**src/rtl/fcd_pkg.sv**
```systemverilog
package fcd_pkg;
   typedef enum logic [3:0] {
      S_IDLE, S_U1, S_U2, S_PGM, S_DW1, S_DW2,
      S_ER3, S_ER4, S_ER5, S_BPGM, S_BRST, S_XEXIT
   } seq_e;

   localparam logic [1:0] RD_ARRAY  = 2'd0;
   localparam logic [1:0] RD_ID     = 2'd1;
   localparam logic [1:0] RD_QUERY  = 2'd2;
   localparam logic [1:0] RD_STATUS = 2'd3;

   localparam logic [7:0] C_UNLK1  = 8'hAA;
   localparam logic [7:0] C_UNLK2  = 8'h55;
   localparam logic [7:0] C_RESET  = 8'hF0;
   localparam logic [7:0] C_IDENT  = 8'h90;
   localparam logic [7:0] C_QUERY  = 8'h98;
   localparam logic [7:0] C_PROG   = 8'hA0;
   localparam logic [7:0] C_DWPROG = 8'h50;
   localparam logic [7:0] C_BYPASS = 8'h20;
   localparam logic [7:0] C_ERSET  = 8'h80;
   localparam logic [7:0] C_CHIP   = 8'h10;
   localparam logic [7:0] C_BLKER  = 8'h30;
   localparam logic [7:0] C_SUSP   = 8'hB0;
   localparam logic [7:0] C_RESUME = 8'h30;
   localparam logic [7:0] C_EXTIN  = 8'h88;
   localparam logic [7:0] C_ZERO   = 8'h00;

   localparam int UA_W = 11;
   localparam logic [UA_W-1:0] A_555 = 11'h555;
   localparam logic [UA_W-1:0] A_2AA = 11'h2AA;
   localparam logic [UA_W-1:0] A_055 = 11'h055;
endpackage

```
**src/rtl/fcd_prot.sv**
```systemverilog
module fcd_prot #(
   parameter int AW        = 22,
   parameter int BLK_LSB   = 15,
   parameter bit BOOT_HIGH = 1'b1,
   localparam int BW   = AW - BLK_LSB,
   localparam int NBLK = 1 << BW
) (
   input  logic [BW-1:0]   blk,
   input  logic            wp_n,
   input  logic            tmp_unprot,
   input  logic [NBLK-1:0] blk_lock,
   output logic            is_boot,
   output logic            is_prot
);
   logic [BW-1:0] boot_idx;

   generate
      if (BOOT_HIGH) begin : g_boot_top
         assign boot_idx = BW'(NBLK - 1);
      end else begin : g_boot_bottom
         assign boot_idx = '0;
      end
   endgenerate

   assign is_boot = (blk == boot_idx);
   assign is_prot = (is_boot && !wp_n) || (blk_lock[blk] && !tmp_unprot);
endmodule

```
**src/rtl/fcd_idcode.sv**
```systemverilog
module fcd_idcode #(
   parameter int          DW     = 16,
   parameter logic [15:0] MFR_ID = 16'h0020,
   parameter logic [15:0] DEV_ID = 16'h22C7
) (
   input  logic [1:0]    sel,
   input  logic          blk_prot,
   output logic [DW-1:0] id_word
);
   generate
      if (DW < 16) begin : g_bad_dw
         $error("fcd_idcode: DW must be at least 16");
      end
   endgenerate

   always_comb begin
      id_word = '0;
      unique case (sel)
         2'b00: id_word = DW'(MFR_ID);
         2'b01: id_word = DW'(DEV_ID);
         2'b10: id_word = DW'({15'd0, blk_prot});
         default: id_word = '0;
      endcase
   end
endmodule

```
**src/rtl/fcd_seq.sv**
```systemverilog
module fcd_seq
   import fcd_pkg::*;
#(
   parameter int AW      = 22,
   parameter int DW      = 16,
   parameter int BLK_LSB = 15,
   localparam int BW = AW - BLK_LSB
) (
   input  logic          clk,
   input  logic          rst_n,
   input  logic          wr_stb,
   input  logic [AW-1:0] wr_addr,
   input  logic [DW-1:0] wr_data,
   input  logic          wr_prot,
   input  logic          wr_boot,
   input  logic          hv_prog,
   input  logic          ctl_busy,
   input  logic          ctl_erasing,
   input  logic          ctl_suspended,
   output logic          mode_id,
   output logic          mode_query,
   output logic          bypass_on,
   output logic          ext_on,
   output logic          prog_go,
   output logic          prog_dw,
   output logic [AW-1:0] prog_addr,
   output logic [DW-1:0] prog_data,
   output logic [DW-1:0] prog_data2,
   output logic          prog_ext,
   output logic          erase_go,
   output logic          erase_chip,
   output logic [BW-1:0] erase_blk,
   output logic          susp_go,
   output logic          resume_go
);
   generate
      if (AW < UA_W + 1) begin : g_bad_aw
         $error("fcd_seq: address too narrow for unlock decode");
      end
   endgenerate

   seq_e          st_q, st_d;
   logic          id_q, id_d, qry_q, qry_d, byp_q, byp_d, ext_q, ext_d;
   logic [AW-1:0] ladr_q, ladr_d, padr_d;
   logic [DW-1:0] ldat_q, ldat_d, pdat_d, pdat2_d;
   logic          pg_d, pdw_d, pext_d, eg_d, ech_d, sg_d, rg_d;
   logic [BW-1:0] eblk_d;

   logic [7:0] cmd;
   logic       at555, at2aa, at055, run, byp, redir, data_st, pair_ok;

   assign cmd     = wr_data[7:0];
   assign at555   = (wr_addr[UA_W-1:0] == A_555);
   assign at2aa   = (wr_addr[UA_W-1:0] == A_2AA);
   assign at055   = (wr_addr[UA_W-1:0] == A_055);
   assign run     = ctl_busy && !ctl_suspended;
   assign byp     = byp_q || hv_prog;
   assign redir   = ext_q && wr_boot;
   assign data_st = (st_q == S_PGM) || (st_q == S_DW1) ||
                    (st_q == S_DW2) || (st_q == S_BPGM);
   assign pair_ok = (wr_addr[AW-1:1] == ladr_q[AW-1:1]) &&
                    (wr_addr[0] != ladr_q[0]);

   always_comb begin
      st_d = st_q; id_d = id_q; qry_d = qry_q; byp_d = byp_q; ext_d = ext_q;
      ladr_d = ladr_q; ldat_d = ldat_q;
      pg_d = 1'b0; pdw_d = 1'b0; eg_d = 1'b0; sg_d = 1'b0; rg_d = 1'b0;
      padr_d = prog_addr; pdat_d = prog_data; pdat2_d = prog_data2;
      pext_d = prog_ext; ech_d = erase_chip; eblk_d = erase_blk;
      if (wr_stb) begin
         if (run) begin
            if (ctl_erasing && cmd == C_SUSP) sg_d = 1'b1;
         end else if (cmd == C_RESET && !data_st) begin
            st_d = S_IDLE;
            if (qry_q) qry_d = 1'b0;
            else       id_d  = 1'b0;
         end else if (cmd == C_QUERY && at055 && st_q == S_IDLE &&
                      !qry_q && !byp) begin
            qry_d = 1'b1;
         end else if (qry_q) begin
            st_d = S_IDLE;
         end else if (ctl_suspended && cmd == C_RESUME &&
                      st_q == S_IDLE && !byp) begin
            rg_d = 1'b1;
         end else begin
            st_d = S_IDLE;
            unique case (st_q)
               S_IDLE: begin
                  if (byp) begin
                     if (cmd == C_PROG)       st_d = S_BPGM;
                     else if (cmd == C_IDENT) st_d = S_BRST;
                  end else if (cmd == C_UNLK1 && at555) begin
                     st_d = S_U1;
                  end
               end
               S_U1: if (cmd == C_UNLK2 && at2aa) st_d = S_U2;
               S_U2: begin
                  if (at555 && !id_q) begin
                     unique case (cmd)
                        C_IDENT:  if (ext_q) st_d = S_XEXIT; else id_d = 1'b1;
                        C_PROG:   st_d = S_PGM;
                        C_DWPROG: st_d = S_DW1;
                        C_BYPASS: byp_d = 1'b1;
                        C_ERSET:  if (!ctl_suspended) st_d = S_ER3;
                        C_EXTIN:  ext_d = 1'b1;
                        default:  st_d = S_IDLE;
                     endcase
                  end
               end
               S_PGM, S_BPGM: begin
                  if (redir || !wr_prot) begin
                     pg_d = 1'b1; padr_d = wr_addr; pdat_d = wr_data;
                     pext_d = redir;
                  end
               end
               S_DW1: begin
                  ladr_d = wr_addr; ldat_d = wr_data; st_d = S_DW2;
               end
               S_DW2: begin
                  if (pair_ok && (redir || !wr_prot)) begin
                     pg_d = 1'b1; pdw_d = 1'b1; padr_d = ladr_q;
                     pdat_d = ldat_q; pdat2_d = wr_data; pext_d = redir;
                  end
               end
               S_ER3: if (cmd == C_UNLK1 && at555) st_d = S_ER4;
               S_ER4: if (cmd == C_UNLK2 && at2aa) st_d = S_ER5;
               S_ER5: begin
                  if (cmd == C_CHIP && at555) begin
                     if (!ext_q) begin eg_d = 1'b1; ech_d = 1'b1; end
                  end else if (cmd == C_BLKER) begin
                     if (!wr_prot && !redir) begin
                        eg_d = 1'b1; ech_d = 1'b0;
                        eblk_d = wr_addr[AW-1:BLK_LSB];
                     end
                  end
               end
               S_BRST:  if (cmd == C_ZERO) byp_d = 1'b0;
               S_XEXIT: if (cmd == C_ZERO) ext_d = 1'b0;
               default: st_d = S_IDLE;
            endcase
         end
      end
   end

   always_ff @(posedge clk or negedge rst_n) begin
      if (!rst_n) begin
         st_q <= S_IDLE; id_q <= 1'b0; qry_q <= 1'b0; byp_q <= 1'b0; ext_q <= 1'b0;
         ladr_q <= '0; ldat_q <= '0;
         prog_go <= 1'b0; prog_dw <= 1'b0; prog_addr <= '0; prog_data <= '0;
         prog_data2 <= '0; prog_ext <= 1'b0; erase_go <= 1'b0;
         erase_chip <= 1'b0; erase_blk <= '0; susp_go <= 1'b0; resume_go <= 1'b0;
      end else begin
         st_q <= st_d; id_q <= id_d; qry_q <= qry_d; byp_q <= byp_d; ext_q <= ext_d;
         ladr_q <= ladr_d; ldat_q <= ldat_d;
         prog_go <= pg_d; prog_dw <= pdw_d; prog_addr <= padr_d;
         prog_data <= pdat_d; prog_data2 <= pdat2_d; prog_ext <= pext_d;
         erase_go <= eg_d; erase_chip <= ech_d; erase_blk <= eblk_d;
         susp_go <= sg_d; resume_go <= rg_d;
      end
   end

   assign mode_id    = id_q;
   assign mode_query = qry_q;
   assign bypass_on  = byp;
   assign ext_on     = ext_q;


   prog_after_write_chk: assert property (@(posedge clk) disable iff (!rst_n)
      prog_go |-> $past(wr_stb));

   prog_unprot_chk: assert property (@(posedge clk) disable iff (!rst_n)
      (prog_go && !prog_ext) |-> ($past(wr_prot) == 1'b0));

   pair_addr_chk: assert property (@(posedge clk) disable iff (!rst_n)
      (prog_go && prog_dw) |->
      ($past(wr_addr[AW-1:1]) == prog_addr[AW-1:1] && $past(wr_addr[0]) != prog_addr[0]));

   bypass_exit_chk: assert property (@(posedge clk) disable iff (!rst_n)
      $fell(byp_q) |-> ($past(st_q) == S_BRST));

   erase_unprot_chk: assert property (@(posedge clk) disable iff (!rst_n)
      (erase_go && !erase_chip) |-> ($past(wr_prot) == 1'b0));

   chip_erase_ext_chk: assert property (@(posedge clk) disable iff (!rst_n)
      (erase_go && erase_chip) |-> !ext_q);

   susp_src_chk: assert property (@(posedge clk) disable iff (!rst_n)
      susp_go |-> $past(ctl_erasing && wr_stb));
endmodule

```
**src/rtl/flash_cmd_decoder.sv**
```systemverilog
module flash_cmd_decoder
   import fcd_pkg::*;
#(
   parameter int          AW        = 22,
   parameter int          DW        = 16,
   parameter int          BLK_LSB   = 15,
   parameter bit          BOOT_HIGH = 1'b1,
   parameter logic [15:0] MFR_ID    = 16'h0020,
   parameter logic [15:0] DEV_ID    = 16'h22C7,
   localparam int BW   = AW - BLK_LSB,
   localparam int NBLK = 1 << BW
) (
   input  logic            clk,
   input  logic            rst_n,
   input  logic            wr_stb,
   input  logic [AW-1:0]   wr_addr,
   input  logic [DW-1:0]   wr_data,
   input  logic [AW-1:0]   rd_addr,
   input  logic            wp_n,
   input  logic            tmp_unprot,
   input  logic            hv_prog,
   input  logic [NBLK-1:0] blk_lock,
   input  logic            ctl_busy,
   input  logic            ctl_erasing,
   input  logic            ctl_suspended,
   output logic [1:0]      rd_sel,
   output logic [DW-1:0]   rd_id_data,
   output logic            rd_ext,
   output logic            prog_go,
   output logic            prog_dw,
   output logic [AW-1:0]   prog_addr,
   output logic [DW-1:0]   prog_data,
   output logic [DW-1:0]   prog_data2,
   output logic            prog_ext,
   output logic            erase_go,
   output logic            erase_chip,
   output logic [BW-1:0]   erase_blk,
   output logic            susp_go,
   output logic            resume_go,
   output logic            bypass_on,
   output logic            ext_on
);
   generate
      if (BLK_LSB < 3 || BLK_LSB >= AW) begin : g_bad_blk
         $error("flash_cmd_decoder: BLK_LSB out of range");
      end
      if (BW > 12) begin : g_bad_bw
         $error("flash_cmd_decoder: too many blocks");
      end
   endgenerate

   logic wr_prot, wr_boot, rd_prot, rd_boot, mode_id, mode_query;
   logic unused_rd_mid;
   assign unused_rd_mid = ^rd_addr[BLK_LSB-1:2];

   fcd_prot #(.AW(AW), .BLK_LSB(BLK_LSB), .BOOT_HIGH(BOOT_HIGH)) u_wr_prot (
      .blk(wr_addr[AW-1:BLK_LSB]), .wp_n(wp_n), .tmp_unprot(tmp_unprot),
      .blk_lock(blk_lock), .is_boot(wr_boot), .is_prot(wr_prot));

   fcd_prot #(.AW(AW), .BLK_LSB(BLK_LSB), .BOOT_HIGH(BOOT_HIGH)) u_rd_prot (
      .blk(rd_addr[AW-1:BLK_LSB]), .wp_n(wp_n), .tmp_unprot(tmp_unprot),
      .blk_lock(blk_lock), .is_boot(rd_boot), .is_prot(rd_prot));

   fcd_idcode #(.DW(DW), .MFR_ID(MFR_ID), .DEV_ID(DEV_ID)) u_id (
      .sel(rd_addr[1:0]), .blk_prot(rd_prot), .id_word(rd_id_data));

   fcd_seq #(.AW(AW), .DW(DW), .BLK_LSB(BLK_LSB)) u_seq (
      .clk(clk), .rst_n(rst_n), .wr_stb(wr_stb), .wr_addr(wr_addr),
      .wr_data(wr_data), .wr_prot(wr_prot), .wr_boot(wr_boot),
      .hv_prog(hv_prog), .ctl_busy(ctl_busy), .ctl_erasing(ctl_erasing),
      .ctl_suspended(ctl_suspended), .mode_id(mode_id), .mode_query(mode_query),
      .bypass_on(bypass_on), .ext_on(ext_on), .prog_go(prog_go),
      .prog_dw(prog_dw), .prog_addr(prog_addr), .prog_data(prog_data),
      .prog_data2(prog_data2), .prog_ext(prog_ext), .erase_go(erase_go),
      .erase_chip(erase_chip), .erase_blk(erase_blk), .susp_go(susp_go),
      .resume_go(resume_go));

   always_comb begin
      if (ctl_busy && !ctl_suspended) rd_sel = RD_STATUS;
      else if (mode_query)            rd_sel = RD_QUERY;
      else if (mode_id)               rd_sel = RD_ID;
      else                            rd_sel = RD_ARRAY;
   end

   assign rd_ext = ext_on && rd_boot && (rd_sel == RD_ARRAY);


   query_sel_chk: assert property (@(posedge clk) disable iff (!rst_n)
      (mode_query && !ctl_busy) |-> (rd_sel == RD_QUERY));
endmodule

```
**config.mk**
```make
export PLATFORM = sky130hd
export DESIGN_NAME = flash_cmd_decoder
export DESIGN_NICKNAME = d
export VERILOG_FILES = /design/src/rtl/fcd_pkg.sv /design/src/rtl/fcd_prot.sv /design/src/rtl/fcd_idcode.sv /design/src/rtl/fcd_seq.sv /design/src/rtl/flash_cmd_decoder.sv
export SDC_FILE = /design/constraint.sdc
export NUM_CORES = 1
export LEC_CHECK = 0
export CORE_ASPECT_RATIO = 0.7
export CORE_MARGIN = 5
export CORE_UTILIZATION = 25
export CTS_CLUSTER_SIZE = 12
export DETAILED_ROUTE_END_ITERATION = 6
export HOLD_SLACK_MARGIN = 0.02
export SYNTH_ARGS = -nofsm -noshare
export SYNTH_HDL_FRONTEND = slang
export SYNTH_SLANG_ARGS = --single-unit
```
**constraint.sdc**
```tcl
create_clock -name clk -period 2.9 [get_ports clk]
set_clock_uncertainty 0.05 [all_clocks]
set_input_delay 0.29 -clock clk [delete_from_list [all_inputs] [get_ports clk]]
set_output_delay 0.29 -clock clk [all_outputs]
set_load 0.05 [all_outputs]
```
==> run_results.csv, run 1 <==
group,metric,value,unit
outcome,outcome,"finished, violations left",
outcome,violations,"setup timing",
yosys,ys_async_sr_fraction,100,%
yosys,synth-seq-cells,114,
die,core_area,0.0313,mm2
power_and_ir_drop,power_frac_seq,33.7,%
power_and_ir_drop,p_comb_share,29.9,%
placement,io_buffers,264,
routing,vias,7214,
yosys,netlist_instances,645,
routing,viasPerCell,4.94,
cts,cts.path.max_buffers,2,
layout,layout_commonest_cell,"clkdlybuf4s50_1",
grt,grt_pass1_vias,7562,
timing,rsz0062_at_grt,"yes",
layout,drive_above_1_share,39.4,%
routing,wl_per_cell,21.5,um
cts,h-tree-depth,4,
setup_path,r2r-start,"u_seq.st_q[3]",
cts,cts_made_buffers,17,
yosys,synth.yosys.warnings,0,
die,initial_core_util,25.5,%
yosys,synth_area,0.00797,mm2
yosys,ys.flop_type,"dfrtp_1",
grt,antenna_found_initial,5,
timing,hold-worst-slack,363,ps
timing,max_freq,339,MHz
setup_path,worst-r2r-cell-count,10,
worst_hold_path,min_from,"wr_data[0]",
grt,grt_max_degree,50,
layout,area_growth,64.9,%
routing,drcViolationCount,0,
setup_path,cp.required,2560,ps
die,die_w,223,um
routing,wl_met1,14700,um
power_and_ir_drop,power.internal,0.00439,W
grt,grt_usage,17.1,%
timing,final-setup-viol-count,1,
timing,slew_headroom,54.6,%
routing,drt_first_pass_iters,5,
cts,root_buffer,"clkbuf_16",
timing,tightest_slew,681,ps
placement,dp_hpwl,24900,um
die,die_area,0.0356,mm2
cts,clock-sinks,114,
timing,layout_min_cycle_time,2950,ps
setup_path,timing.rr.end,"u_seq.prog_addr[5]",
cts,cts_tree,"yes",
placement,gp_congestion,0.894,
placement,place_area,0.0121,mm2
routing,wl_met3,1980,um
layout,final_nets,1222,
worst_hold_path,holdCritPathClass,"input port to flip-flop",
cts,clkTransAtPathRegs,60,ps
worst_hold_path,min_to,"u_seq.prog_data2[0]",
setup_path,worstSetupStartpointType,"input port",
routing,routed.top_layer,"met5",
yosys,ys_seq_area_share,35.8,%
grt,grt_pass1_wl,47200,um
setup_path,path_max_fanout,2,
power_and_ir_drop,peakVddDrop,0.366,mV
setup_path,end_kind,"output pin",
die,io_pins,286,
timing,finalCritPeriodShare,102,%
power_and_ir_drop,power_density,476,mW/mm2
routing,drtIter0Drc,417,
power_and_ir_drop,power,0.00626,W
power_and_ir_drop,power.share.clock,36.5,%
power_and_ir_drop,power.switching,0.00188,W
setup_path,path_class,"input port to output pin",
layout,mostFrequentLayoutCells,"clkdlybuf4s50_1, buf_4, dfrtp_1",
timing,maxSlewViolCount,0,
timing,hold_violations,0,
job,maxCapViolCount,0,
routing,routed-wl-met2,14300,um
yosys,synth_area_per_cell,12.4,um2
die,fp.dieH,159,um
yosys,synth_cell_types,55,
layout,design_area,0.0131,mm2
power_and_ir_drop,switching_share,29.9,%
setup_path,worstPathArrival,2610,ps
cts,clk_latency,410,ps
setup_path,regToRegSetupSlack,150,ps
die,rows,54,
routing,drtAntennaViolNets,0,
yosys,synth_edf_count,0,
worst_hold_path,hold_depth,3,
timing,finalWorstSetupSlack,-53.6,ps
power_and_ir_drop,leakage,5.68,nW
grt,gr-total-overflow,0,
routing,finalWirelength,31400,um
==> Yosys cell counts, types with 5 or more instances <==
library cell	number	area, um2
nor2_1	18	67.6
or4_1	5	37.5
mux4_2	63	1420
nor2b_1	9	56.3
clkbuf_1	21	78.8
nor4_1	18	113
xor2_1	21	184
mux2_1	12	135
o21ai_0	7	35.0
nand2_1	24	90.1
or3_1	5	31.3
nor3_1	7	35.0
buf_1	8	30.0
mux2_2	104	1170
nand4_1	7	43.8
nor3b_1	6	45.0
a211oi_1	7	52.6
buf_4	17	128
a22oi_1	13	97.6
inv_1	10	37.5
a2bb2oi_1	8	70.1
nand2b_1	11	68.8
mux2i_1	32	320
a21oi_1	16	80.1
nand3_1	10	50.1
mux2_4	10	150
buf_2	10	50.1
dfrtp_1	114	2850
==> stage by stage <==
step | setup TNS [ps] | util, % | worst slack, ps | cells
2_1_floorplan | -8830 | - | -250 | 652
3_5_place_dp | -56880 | 38.6 | -700 | 1411
6_report | -53.6 | 42.0 | -53.6 | 1461
4_1_cts | -202 | 41.6 | -132 | 1457
3_3_place_gp | -57110 | 38.6 | -704 | 1411
5_1_grt | -814 | 42.0 | -142 | 1461
==> how the worst max path moves through the flow <==
stage	from	to	cells past startpoint
floorplan	wr_addr[15]	u_seq.prog_data2[10]	11
global placement	wr_addr[16]	u_seq.prog_data[13]	11
detailed placement	blk_lock[32]	u_seq.prog_data[11]	10
CTS	rd_addr[15]	rd_id_data[0]	10
global route	rd_addr[15]	rd_id_data[0]	10
finish	blk_lock[110]	rd_id_data[0]	8
==> cell families (layout without fill, tap and decap cells) <==
group / after synthesis / after routing / synth area share (%)
xor gates and xnor gates: 24 / 24 / 2.64
AOI/OAI and AO/OA: 75 / 75 / 6.75
buffers and inverters: 68 / 454 / 4.35
muxes: 221 / 221 / 40.1
other: 1 / 11 / 0.0470
DFF: 114 / 114 / 35.8
and+or+nand+nor: 142 / 142 / 10.4
==> power by group through the flow <==
| stage | Sequential, W | Combinational (W) | Clock (W) |
|---|---|---|---|
| detailed placement | 0.00213 | 0.00183 | 0 |
| global route | 0.00214 | 0.00201 | 0.00239 |
| global placement | 0.00211 | 0.00181 | 0 |
| finish | 0.00211 | 0.00187 | 0.00228 |
| floorplan | 0.00220 | 0.000919 | 0 |
| CTS | 0.00210 | 0.00186 | 0.00233 |
==> sequential cells by signal, summed over array words and instances, names as in the netlist <==
signal            count
u_seq.ladr_q         22
u_seq.byp_q           1
u_seq.prog_addr      22
u_seq.resume_go       1
u_seq.prog_data      16
u_seq.prog_data2     16
u_seq.mode_id         1
u_seq.st_q            4
u_seq.ext_on          1
u_seq.ldat_q         16
u_seq.erase_chip      1
u_seq.prog_dw         1
u_seq.susp_go         1
u_seq.prog_ext        1
u_seq.mode_query      1
u_seq.erase_go        1
u_seq.erase_blk       7
u_seq.prog_go         1
==> what timing repair did <==
item | CTS | global route
endpoints found under the setup margin | 101 | 100
buffers inserted | 9 | 3
gates resized for setup | 151 | 59
gates cloned | 5 | 0
hold endpoints to repair | 47 | 0
pin swaps | 10 | 14
hold buffers | 1 | 0
==> critical path: stages <==
cell,delay [ps]
clkdlybuf4s50_1,430
mux4_2,470
mux4_2,480
mux2_4,280
a21oi_2,130
o22ai_2,110
a31o_2,280
buf_8,150
==> cell type report <==
type	instances	area [um2]
Sequential cell	114	2860
Fill cell	2916	18100
Inverter	10	37.5
Antenna cell	3	7.51
Timing Repair Buffer	412	4040
Clock inverter	14	204
Multi-Input combinational cell	470	5040
Clock buffer	18	439
Tap cell	420	526
==> layer usage <==
layer | up-vias | track usage, %
li1 | 3284 | -
met1 | 3649 | 24.9
met2 | 246 | 26.3
met3 | 31 | 3.87
met4 | 4 | 2.95
met5 | - | 0
Note: power is estimated with default switching activity, not from simulation.
==> run 2: changes to the inputs <==
GPL_TIMING_DRIVEN = 0   (was not set)
==> run 2 against run 1 <==
The flow still finishes with violations (setup timing). Die area unchanged. Global-route usage up 0.13 points. Register-to-register slack worse by 140 ps. Total power fell by 4.0%. Wire length is 0.65% higher. Highest routed layer unchanged. Hold slack worse by 81 ps. Critical path depth is 1 higher. Cell count fell by 4.9%. Non-clock buffer count fell by 69. Core utilization decreased by 2.0 points. Fmax shrank 1.8%.
==> run_results.csv, run 2 (synthesis results as in run 1) <==
group,metric,value,unit
placement,io_buffers,259,
setup_path,crit_end,"rd_id_data[0]",
setup_path,worstPathArrival,2670,ps
setup_path,path_class,"input port to output pin",
timing,max_freq,332,MHz
timing,final-setup-viol-count,21,
cts,cts_tree,"yes",
cts,clkTransAtPathRegs,60,ps
power_and_ir_drop,power,0.00601,W
layout,final_nets,1153,
grt,grt_pass1_wl,47000,um
power_and_ir_drop,power_frac_seq,34.9,%
placement,dp_hpwl,24500,um
die,fp.dieH,159,um
layout,reg_top3,"u_seq.ladr_q x22, u_seq.prog_addr x22",
routing,drcViolationCount,0,
layout,final_core_util,40.1,%
placement,place_area,0.0112,mm2
power_and_ir_drop,peakVddDrop,0.393,mV
power_and_ir_drop,power.switching,0.00187,W
setup_path,regToRegSetupSlack,10,ps
power_and_ir_drop,power.share.clock,35.4,%
setup_path,path_max_fanout,5,
routing,wl_per_cell,22.7,um
timing,maxSlewViolCount,0,
setup_path,slowest_stage,"clkdlybuf4s50_1",
grt,antenna_found_initial,3,
placement,gp_congestion,0.908,
setup_path,timing.rr.end,"u_seq.prog_data2[7]",
timing,final.setup.tns,-1370,ps
routing,viasPerCell,5.03,
cts,root_buffer,"clkbuf_16",
placement,place_worst_setup_slack,-1910,ps
die,initial_core_util,25.5,%
cts,cts.path.max_buffers,2,
setup_path,worst-r2r-cell-count,11,
power_and_ir_drop,leakage,5.15,nW
layout,design_area,0.0125,mm2
layout,area_growth,57.1,%
job,maxCapViolCount,0,
worst_hold_path,holdCritPathClass,"input port to flip-flop",
routing,vias,6981,
routing,drtAntennaViolNets,0,
power_and_ir_drop,power_density,480,mW/mm2
cts,clock-sinks,114,
layout,drive_above_1_share,34.3,%
cts,clk_latency,420,ps
die,core_area,0.0313,mm2
die,io_pins,286,
power_and_ir_drop,switching_share,31.2,%
layout,layout_commonest_cell,"clkdlybuf4s50_1",
outcome,outcome,"finished, violations left",
power_and_ir_drop,power.internal,0.00414,W
layout,nFillCells,3036,
die,die_area,0.0356,mm2
routing,drtIter0Drc,555,
die,rows,54,
timing,layout_min_cycle_time,3010,ps
timing,finalWorstSetupSlack,-109,ps
power_and_ir_drop,p_comb_share,29.8,%
timing,tightest_slew,726,ps
setup_path,slowest_delay,600,ps
outcome,violations,"setup timing",
setup_path,end_kind,"output pin",
grt,grt_pass1_vias,7296,
timing,hold_violations,0,
setup_path,crit_family,"buffers and inverters",
grt,gr-total-overflow,0,
setup_path,cp.required,2560,ps
timing,finalCritPeriodShare,104,%
layout,mostFrequentLayoutCells,"clkdlybuf4s50_1, dfrtp_1, mux2_2",
routing,drt_first_pass_iters,5,
die,die_w,223,um
cts,cts_made_buffers,17,
setup_path,path_depth,9,
layout,n_antenna_cell,0,
grt,grt_usage,17.2,%
cts,h-tree-depth,4,
setup_path,worstSetupStartpointType,"input port",
setup_path,crit_chain,"clkdlybuf4s50_1 > buf_6 > mux4_2 > o21ai_1 > a21oi_1 > o31ai_2 > o22ai_2 > a31o_2 > buf_8",
setup_path,crit_buf_inv,3,
timing,rsz0062_at_grt,"yes",
setup_path,crit_start,"rd_addr[19]",
grt,grt_max_degree,72,
timing,slew_headroom,51.6,%
routing,finalWirelength,31600,um
setup_path,r2r-start,"u_seq.st_q[3]",
==> run 2: metal layers <==
layer  GRT usage (%)  share of wire [%]  vias to the layer above
li1                -                  -                     3139
met1            24.4                 46                     3560
met3            5.40                7.8                       22
met2            26.1                 46                      254
met5               0               0.11                        -
met4            3.06               0.84                        6
==> run 2: power by group through the flow <==
stage / logic (W) / clock network, W / registers [W]
after detailed placement: 0.00169 / 0 / 0.00212
after floorplan: 0.000919 / 0 / 0.00220
after global placement: 0.00168 / 0 / 0.00211
final: 0.00179 / 0.00213 / 0.00210
after global routing: 0.00192 / 0.00226 / 0.00214
after CTS: 0.00176 / 0.00217 / 0.00209
==> run 2: final cells by class <==
class | instances | area [um2] | area share (%)
Buffer | 57 | 542 | 4.32
Multi-Input combinational cell | 470 | 5080 | 40.5
Inverter | 10 | 37.5 | 0.300
Tap cell | 420 | 526 | 4.19
Clock buffer | 19 | 453 | 3.61
Timing Repair Buffer | 286 | 2890 | 23.0
Clock inverter | 13 | 151 | 1.21
Sequential cell | 114 | 2850 | 22.8
==> run 2: how the worst min path moves through the flow <==
| stage | to | from | slack, ps | cells after the start |
|---|---|---|---|---|
| floorplan | u_seq.byp_q | rst_n | -60 | 0 |
| global placement | u_seq.prog_addr[14] | u_seq.prog_addr[14] | 420 | 1 |
| detailed placement | u_seq.susp_go | rst_n | 190 | 1 |
| CTS | u_seq.prog_data2[0] | wr_data[0] | 260 | 2 |
| global route | u_seq.prog_data2[0] | wr_data[0] | 280 | 2 |
| finish | u_seq.prog_data2[0] | wr_data[0] | 280 | 2 |
==> run 2: stage by stage <==
| stage | cells | hold WS (ps) |
|---|---|---|
| global route | 1389 | 283 |
| finish | 1389 | 282 |
| floorplan | 652 | -55.6 |
| detailed placement | 1332 | 193 |
| CTS | 1386 | 259 |
| global placement | 1331 | 420 |
==> run 2: repair_timing <==
action                                  4_1_cts  5_1_grt
setup buffers                                20        2
pin swaps                                    14       12
endpoints found under the hold margin        43        0
hold buffers                                  1        0
gates resized for setup                     166       65
endpoints found under the setup margin      108       90
cloned                                        2        1
==> run 3: changes to the inputs <==
CORE_ASPECT_RATIO = 2   (was 0.7)
CORE_UTILIZATION = 42   (was 25)
PLACE_DENSITY = 0.89   (was not set)
==> run 3 against run 2 <==
The run still ends with setup timing left. Wire length fell by 3.6%. Setup slack worse by 28 ps. Cell count is 11% lower. Combinational power hardly changed. Global-route usage grew 9.5 points. Largest power group is now sequential cells.
==> run_results.csv, run 3 (synthesis results as in run 1) <==
group,metric,value,unit
power_and_ir_drop,leakage,5.34,nW
layout,drive_above_1_share,36.7,%
timing,maxSlewViolCount,0,
timing,final-setup-viol-count,15,
setup_path,path_class,"input port to output pin",
placement,dp_hpwl,23200,um
setup_path,worstSetupStartpointType,"input port",
cts,clock-sinks,114,
timing,tightest_slew,628,ps
cts,root_buffer,"clkbuf_16",
routing,drtAntennaViolNets,0,
grt,grt_pass1_wl,44000,um
power_and_ir_drop,peakVddDrop,0.376,mV
setup_path,crit_family,"multiplexers",
worst_hold_path,holdCritPathClass,"input port to flip-flop",
die,core_area,0.0187,mm2
setup_path,slowest_stage,"mux4_2",
timing,finalWorstSetupSlack,-137,ps
die,initial_core_util,42.5,%
grt,grt_max_degree,59,
cts,clk_latency,420,ps
setup_path,cp.required,2560,ps
layout,final_nets,1161,
outcome,outcome,"finished, violations left",
layout,regArea,0.00285,mm2
placement,place_area,0.0110,mm2
die,io_pins,286,
timing,rsz0062_at_grt,"yes",
routing,vias,7301,
placement,io_buffers,259,
setup_path,crit_buf_inv,2,
routing,drtIter0Drc,443,
die,die_area,0.0220,mm2
setup_path,slowest_delay,490,ps
cts,h-tree-depth,4,
timing,max_freq,329,MHz
layout,reg_top3,"u_seq.ladr_q x22, u_seq.prog_addr x22",
power_and_ir_drop,power_density,485,mW/mm2
layout,mostFrequentLayoutCells,"clkdlybuf4s50_1, dfrtp_1, mux2_2",
cts,cts_made_buffers,17,
routing,wl_per_cell,24.7,um
grt,grt_pass1_vias,7927,
layout,layout_commonest_cell,"clkdlybuf4s50_1",
setup_path,worstPathArrival,2700,ps
layout,area_growth,54.4,%
die,rows,71,
cts,clkTransAtPathRegs,60,ps
outcome,violations,"setup timing",
setup_path,path_max_fanout,2,
layout,multi_input_area,0.00511,mm2
timing,hold_violations,0,
routing,viasPerCell,5.92,
routing,finalWirelength,30500,um
cts,cts_tree,"yes",
die,fp.dieH,205,um
grt,antenna_found_initial,1,
placement,gp_congestion,0.898,
routing,drt_first_pass_iters,5,
layout,design_area,0.0123,mm2
routing,drcViolationCount,0,
grt,gr-total-overflow,0,
cts,cts.path.max_buffers,2,
setup_path,end_kind,"output pin",
timing,hold-worst-slack,155,ps
grt,grt_usage,26.7,%
job,maxCapViolCount,0,
layout,nFillCells,1351,
timing,final.setup.tns,-252,ps
timing,finalCritPeriodShare,105,%
layout,final_core_util,65.7,%
setup_path,cp_common_cell,"mux4_2",
timing,layout_min_cycle_time,3040,ps
die,die_w,107,um
timing,slew_headroom,58.1,%
setup_path,crit_chain,"clkdlybuf4s50_1 > mux4_2 > mux4_2 > mux2_4 > a21oi_2 > o22ai_2 > a31o_2 > buf_8",
run 3: path summary, 6_finish.rpt:
check | slack, ps | from | depth (start not counted) | to
setup / recovery | -140 | blk_lock[73] | 8 | rd_id_data[0]
hold / removal | 150 | wr_data[1] | 2 | u_seq.ext_on
setup reg to reg | 30 | u_seq.st_q[3] | 10 | u_seq.prog_data2[15]
hold reg to reg | 450 | u_seq.prog_data2[4] | 1 | u_seq.prog_data2[4]
max in group asynchronous | 1760 | rst_n | 3 | u_seq.mode_id
min in group asynchronous | 350 | rst_n | 2 | u_seq.prog_data2[14]
run 3: area by class of cell:
class	count	share of cell area, %
Timing Repair Buffer	294	23.5
Sequential cell	114	23.2
Antenna cell	1	0.0203
Clock buffer	20	3.71
Buffer	57	4.15
Multi-Input combinational cell	470	41.5
Clock inverter	12	0.996
Tap cell	255	2.59
Inverter	10	0.305
run 3: timing repair:
action,in CTS,in global routing
setup endpoints to repair,108,96
gates cloned,1,2
pin swaps,17,19
buffers inserted,15,16
hold endpoints to repair,56,0
gates resized for setup,182,90
hold buffers,1,0
run 3: where the power goes:
part           total (W)  internal [W]  switching, W
clock network    0.00204       0.00124      0.000801
logic            0.00181      0.000912      0.000894
registers        0.00212       0.00190      0.000226
total            0.00597       0.00405       0.00192
run 3: stage by stage:
step | power [W] | setup WS (ps) | std cells
finish | 0.00597 | -137 | 1233
global route | 0.00620 | -180 | 1233
CTS | 0.00592 | -118 | 1216
detailed placement | 0.00382 | -1560 | 1167
global placement | 0.00375 | -2920 | 1166
floorplan | 0.00312 | -250 | 652
run 3: metal layers:
layer	vias to the layer above	track usage (%)	wire length (um)	share of wire (%)
li1	3150	-	-	-
met1	3605	24.7	9190	30
met2	416	51.5	17300	57
met3	130	5.46	2000	6.6
met4	0	16.4	1980	6.5
met5	-	0	0	0
